$ cat config.mk
export PLATFORM = sky130hd
export DESIGN_NAME = burst_col_seq
export DESIGN_NICKNAME = d
export VERILOG_FILES = /design/src/rtl/burst_seq_pkg.sv /design/src/rtl/bseq_mode_reg.sv /design/src/rtl/bseq_beat_ctr.sv /design/src/rtl/bseq_permute.sv /design/src/rtl/burst_col_seq.sv
export SDC_FILE = /design/constraint.sdc
export NUM_CORES = 1
export LEC_CHECK = 0
export BUFFER_PORTS_ARGS = -buffer_cell sky130_fd_sc_hd__clkbuf_2
export CORE_MARGIN = 1.5
export CORE_UTILIZATION = 41
export CTS_CLUSTER_SIZE = 28
export DETAILED_ROUTE_END_ITERATION = 16
export PLACE_DENSITY = 0.63
export SLEW_MARGIN = 20
export SYNTH_ARGS = -nofsm -noshare
export SYNTH_HDL_FRONTEND = slang
export SYNTH_SLANG_ARGS = --single-unit
$ cat constraint.sdc
create_clock -name clk -period 1.89 [get_ports clk]
set_input_delay 0.378 -clock clk [delete_from_list [all_inputs] [get_ports clk]]
set_output_delay 0.378 -clock clk [all_outputs]
set_load 0.01 [all_outputs]
$ cat src/rtl/burst_seq_pkg.sv
package burst_seq_pkg;

  // Width of the reordered low column field (maximum burst 2**IDX_W).
  localparam int IDX_W = 3;
  // Width of the log2(burst length) encoding.
  localparam int LEN_W = 2;

  typedef enum logic {
    ORD_SEQ = 1'b0,
    ORD_ILV = 1'b1
  } order_e;

  typedef struct packed {
    logic [LEN_W-1:0] len_log;  // 1, 2 or 3
    order_e           order;
  } mode_t;

  localparam mode_t MODE_RESET = '{len_log: 2'd1, order: ORD_SEQ};

  // Length code to log2(length); 0 marks the reserved code.
  function automatic logic [LEN_W-1:0] len_code_to_log(input logic [1:0] code);
    logic [LEN_W-1:0] r;
    case (code)
      2'b01:   r = 2'd1;
      2'b10:   r = 2'd2;
      2'b11:   r = 2'd3;
      default: r = 2'd0;
    endcase
    return r;
  endfunction

endpackage

$ cat src/rtl/bseq_mode_reg.sv
module bseq_mode_reg
  import burst_seq_pkg::*;
(
  input  logic       clk,
  input  logic       rst,
  input  logic       load,
  input  logic [1:0] len_code,
  input  logic       ilv,
  output mode_t      mode_q
);

  logic [LEN_W-1:0] len_dec;
  logic             code_ok;

  assign len_dec = len_code_to_log(len_code);
  assign code_ok = (len_dec != '0);

  always_ff @(posedge clk) begin
    if (rst) begin
      mode_q <= MODE_RESET;
    end else if (load && code_ok) begin
      mode_q.len_log <= len_dec;
      mode_q.order   <= ilv ? ORD_ILV : ORD_SEQ;
    end
  end

  // a load with the reserved code leaves the register untouched
  a_r2_reserved_ignored: assert property (@(posedge clk) disable iff (rst)
    (load && len_code == 2'b00) |=> $stable(mode_q));

  // a valid load takes the requested ordering
  a_r2_order_loaded: assert property (@(posedge clk) disable iff (rst)
    (load && len_code != 2'b00) |=> (mode_q.order == ($past(ilv) ? ORD_ILV : ORD_SEQ)));

  // the stored length is always one of the three legal values
  a_r2_len_legal: assert property (@(posedge clk) disable iff (rst)
    mode_q.len_log != 2'd0);

endmodule

$ cat src/rtl/bseq_beat_ctr.sv
module bseq_beat_ctr
  import burst_seq_pkg::*;
(
  input  logic             clk,
  input  logic             rst,
  input  logic             launch,
  input  logic [LEN_W-1:0] len_log,
  output logic             active,
  output logic [IDX_W-1:0] idx,
  output logic             at_end,
  output logic             at_penult
);

  localparam int CNT_W = IDX_W + 1;

  logic [IDX_W-1:0] last_idx;
  logic [CNT_W-1:0] span;

  assign span      = CNT_W'(1) << len_log;
  assign last_idx  = IDX_W'(span - CNT_W'(1));
  assign at_end    = active && (idx == last_idx);
  assign at_penult = active && (idx == last_idx - IDX_W'(1));

  always_ff @(posedge clk) begin
    if (rst) begin
      active <= 1'b0;
      idx    <= '0;
    end else if (launch) begin
      active <= 1'b1;
      idx    <= '0;
    end else if (active) begin
      if (at_end) begin
        active <= 1'b0;
        idx    <= '0;
      end else begin
        idx <= idx + IDX_W'(1);
      end
    end
  end

  // the beat index never runs past the burst's final beat
  a_r6_idx_in_range: assert property (@(posedge clk) disable iff (rst)
    active |-> (idx <= last_idx));

  // a running burst that is not at its end keeps running and steps by one
  a_r6_idx_steps: assert property (@(posedge clk) disable iff (rst)
    (active && !at_end && !launch) |=> (active && idx == $past(idx) + IDX_W'(1)));

endmodule

$ cat src/rtl/bseq_permute.sv
module bseq_permute
  import burst_seq_pkg::*;
#(
  parameter int COL_W = 10
) (
  input  logic [COL_W-1:0] base,
  input  logic [IDX_W-1:0] idx,
  input  logic [LEN_W-1:0] len_log,
  input  order_e           order,
  output logic [COL_W-1:0] col
);

  localparam int HI_W = COL_W - IDX_W;

  logic [IDX_W-1:0] lo, lo_sum, lo_xor, lo_out;

  assign lo     = base[IDX_W-1:0];
  assign lo_sum = lo + idx;
  assign lo_xor = lo ^ idx;

  // Each low bit is either inside the burst window (reordered) or above it (held).
  for (genvar b = 0; b < IDX_W; b++) begin : g_bit
    logic in_win;
    assign in_win    = (b < int'(len_log));
    assign lo_out[b] = in_win ? ((order == ORD_ILV) ? lo_xor[b] : lo_sum[b]) : lo[b];
  end

  if (HI_W > 0) begin : g_hi
    assign col = {base[COL_W-1:IDX_W], lo_out};
  end else begin : g_nohi
    assign col = lo_out[COL_W-1:0];
  end

endmodule

$ cat src/rtl/burst_col_seq.sv
module burst_col_seq
  import burst_seq_pkg::*;
#(
  parameter int COL_W = 10
) (
  input  logic             clk,
  input  logic             rst,
  input  logic             mode_load,
  input  logic [1:0]       mode_len_code,
  input  logic             mode_ilv,
  input  logic             burst_go,
  input  logic [COL_W-1:0] start_col,
  output logic             beat_valid,
  output logic [COL_W-1:0] beat_col,
  output logic             beat_first,
  output logic             beat_last
);

  localparam int HI_W = COL_W - IDX_W;

  mode_t            mode_q;
  mode_t            run_mode;
  logic [COL_W-1:0] run_base;
  logic             launch;
  logic             active;
  logic [IDX_W-1:0] idx;
  logic             at_end;
  logic             at_penult;
  logic [IDX_W-1:0] next_idx;
  logic [COL_W-1:0] next_col;

  bseq_mode_reg u_mode (
    .clk      (clk),
    .rst      (rst),
    .load     (mode_load),
    .len_code (mode_len_code),
    .ilv      (mode_ilv),
    .mode_q   (mode_q)
  );

  // Requests are taken only when no burst is running.
  assign launch = burst_go && !active;

  // Start column and mode are frozen for the burst at launch.
  always_ff @(posedge clk) begin
    if (rst) begin
      run_mode <= MODE_RESET;
      run_base <= '0;
    end else if (launch) begin
      run_mode <= mode_q;
      run_base <= start_col;
    end
  end

  bseq_beat_ctr u_ctr (
    .clk       (clk),
    .rst       (rst),
    .launch    (launch),
    .len_log   (run_mode.len_log),
    .active    (active),
    .idx       (idx),
    .at_end    (at_end),
    .at_penult (at_penult)
  );

  assign next_idx = idx + IDX_W'(1);

  bseq_permute #(.COL_W(COL_W)) u_perm (
    .base    (run_base),
    .idx     (next_idx),
    .len_log (run_mode.len_log),
    .order   (run_mode.order),
    .col     (next_col)
  );

  // Registered beat outputs, aligned with the counter's active flag.
  always_ff @(posedge clk) begin
    if (rst) begin
      beat_col   <= '0;
      beat_first <= 1'b0;
      beat_last  <= 1'b0;
    end else if (launch) begin
      beat_col   <= start_col;
      beat_first <= 1'b1;
      beat_last  <= 1'b0;
    end else if (active && !at_end) begin
      beat_col   <= next_col;
      beat_first <= 1'b0;
      beat_last  <= at_penult;
    end else begin
      beat_first <= 1'b0;
      beat_last  <= 1'b0;
    end
  end

  assign beat_valid = active;

  // an accepted request shows beat 0 with the start column one cycle later
  a_r9_launch_beat0: assert property (@(posedge clk) disable iff (rst)
    (burst_go && !beat_valid) |=> (beat_valid && beat_first && beat_col == $past(start_col)));

  // the first flag only accompanies a valid beat
  a_r6_first_valid: assert property (@(posedge clk) disable iff (rst)
    beat_first |-> beat_valid);

  // the last flag only accompanies a valid beat, and the burst ends after it
  a_r6_last_valid: assert property (@(posedge clk) disable iff (rst)
    beat_last |-> beat_valid);
  a_r6_last_ends: assert property (@(posedge clk) disable iff (rst)
    beat_last |=> !beat_valid);

  // a running burst continues past any request until its last beat
  a_r7_no_restart: assert property (@(posedge clk) disable iff (rst)
    (beat_valid && !beat_last) |=> (beat_valid && !beat_first));

  // the upper column field holds steady inside a burst
  if (HI_W > 0) begin : g_hi_chk
    a_r5_upper_held: assert property (@(posedge clk) disable iff (rst)
      (beat_valid && !beat_last) |=>
        (beat_col[COL_W-1:IDX_W] == $past(beat_col[COL_W-1:IDX_W])));
  end

endmodule

==> out/results.txt <==
Status: finished, final reports clean
DRC viols: 0
CTS tree: yes
Area leader, netlist: dfxtp_1
Unrepaired setup endpoints after global routing: yes
Synth cell types: 32
Number of synthesized flops with an enable pin: 0
Synth Flop Type: dfxtp_1
Gr usage total: 0.176
Post-DR wirelength/cell: 13.0 um
TritonCTS Buffers: 5
Port Buf Inserts: 29
Static leakage: 0.890 nW
Mapped Area: 1510 sq um
Clk_skew: 0.00654 ns
Syn_area_per_cell: 9.23 sq um
Share of layout cells above drive strength 1: 0.400
Async S/R FF share, synth: 0
CP Class: reg -> reg
Final Max Tran Viols: 0
Min Tclk post-route: 1.89 ns
CP endpoint kind: register
Antenna violations before repair: 0
CP arrival: 2.04 ns
Top cells by area, synth: dfxtp_1 42%, mux2_4 7.9%, nand2_1 6.9%, a21oi_1 6.0%, ha_1 5.0%
Grt ovf: 0
Slowest cell on crit path: or3b_4
Clock sink total: 32
VDD IR max: 435 uV
Clock slew at reported path FFs: 0.07 ns
DR pass1 iterations: 4
Initial core utilization: 0.440
First-pass GRT wire length: 5570 um
Tcrit/Tclk final: 0.999
Routability cong.: 0.814
Cell area after layout: 2030 sq um
Synth warn: 0
# Max-Cap Violations: 0
Clk Latency, worst-skew pair: 0.29 ns
DR vias: 1,285
Count leader, synth: dfxtp_1
Die Ht: 63.8 um
Synth top area share: 0.423
Die X: 63.8 um
Rel. slew slack: 0.671
Rows: 21
CP startpoint kind: register
Top post-synthesis cells by count: 32 x dfxtp_1, 28 x nand2_1, 18 x a21oi_1, 11 x nor2b_1
Htree depth: 2
Routed Antenna Nets: 0
Longest Clk Path Bufs: 2
Least-Margin Pin Slew: 0.494 ns
Post-Synthesis Cells: 164
Core footprint: 3440 sq um
CTS Root Cell: clkbuf_8
Hold Path Class: in -> reg
Max FO, Critical Path: 3
Final HPWL DP: 2480 um
Routed WL: 3400 um
Vias per cell: 4.92
Final worst slack: 0.00203 ns
Cts-stage hold buffer count: 0
Drt initial violations: 65
Fmax achieved: 530 MHz
Crit path cell chain: ha_4 > inv_2 > fa_2 > or3b_4 > mux2i_4 > xnor2_2 > a211oi_2
Largest net degree at the start of global routing: 24
N_diodes: 0
Largest stage delay on the critical path: 0.39 ns
Place WS: -0.110 ns
Io pins: 30
Syn Nets: 188
Pwr dens: 789 nW/um^2
Number of global-route vias before repair: 1,223
Final hold violations: 0
Req. time, crit path: 2.04 ns
Area delta synth->final: 33.9%
Cell Area, Placed: 1840 sq um
Sequential fraction of the synthesis area: 0.423
Full die area: 4070 sq um
Seq cells post-synth: 32
Final setup fails: 0
Layout Nets: 238
logic make-up (layout without fill, tap and decap cells):
family                     Yosys count  in the layout  share of synthesized area
buffers and inverters               17             68                     0.0512
AOI/OAI and AO/OA                   32             32                      0.129
adders and majority gates            7              7                     0.0628
muxes                               15             15                      0.127
xor gates and xnor gates             6              6                     0.0397
and+or+nand+nor                     55             55                      0.167
DFF                                 32             32                      0.423
layout make-up:
type	instances	area, sq um
fill	319	1420
multi-input combinational	115	877
sequential	32	651
timing repair buffer	51	318
clock buffer	5	68.8
tap	46	57.6
inverter	9	36.3
clock inverter	3	18.8
final timing paths:
path	startpoint	endpoint	slack, ns	depth (start not counted)
max	u_ctr.idx[0]	beat_col[2]	0.002	7
min	mode_ilv	u_mode.mode_q[0]	0.32	3
max reg2reg	u_ctr.idx[0]	beat_col[2]	0.002	7
min reg2reg	u_mode.mode_q[2]	run_mode[2]	0.44	2
cell usage in the layout (no fill, tap or decap), drive strengths merged, types with 2 or more instances in the layout:
cell type  Yosys  routed
nor2b         11      11
mux2          10      10
a311oi         2       2
inv            9       9
a21oi         18      18
xnor2          5       5
o21ai          4       4
clkbuf         4      34
nand2b         2       2
clkinv         0       3
buf            4      22
ha             6       6
a211oi         2       2
nor2           9       9
dfxtp         32      32
nand2         28      28
a211o          2       2
mux2i          5       5
flip-flops by register name, summed over array words and instances, names as in the netlist:
signal / flops
u_mode.mode_q: 3
run_mode: 3
u_ctr.active: 1
beat_col: 10
u_ctr.idx: 3
beat_first: 1
beat_last: 1
run_base: 10
per-stage QoR:
stage / cells / power, mW / util / hold slack, ns / TNS, ns
floorplan: 164 / 0.940 / - / 0.425 / 0
global placement: 250 / 1.05 / 0.535 / 0.438 / 0
detailed placement: 250 / 1.06 / 0.535 / 0.439 / -0.290
CTS: 258 / 1.59 / 0.561 / 0.320 / -0.0587
global route: 261 / 1.67 / 0.589 / 0.335 / -0.111
finish: 261 / 1.60 / 0.589 / 0.321 / 0
critical path: cells and delay by family (launching register included):
family	cells	cell delay, ns
buf+inv	1	0.03
compound gates	1	0.08
fa+ha+maj	2	0.60
simple gates	1	0.39
xor+xnor	1	0.13
mux	1	0.17
flops	1	0.36
power by group:
group	total, mW	internal, mW	leakage [nW]	switching, mW
combinational	0.329	0.174	0.578	0.154
sequential	0.746	0.719	0.264	0.0272
clock	0.524	0.256	0.0479	0.268
total	1.60	1.15	0.890	0.449
routing by layer:
metal	routed length [um]	up-vias	global-route usage
met5	0	-	0
met4	48	0	0.0707
met3	134	5	0.0563
met2	1690	29	0.292
met1	1520	601	0.212
li1	-	650	-
timing repair:
action,4_1_cts,5_1_grt
setup endpoints to repair,8,9
pin swaps,5,2
buffers inserted,0,3
gates resized for setup,1,15
Power figures use the tool's default switching activity.
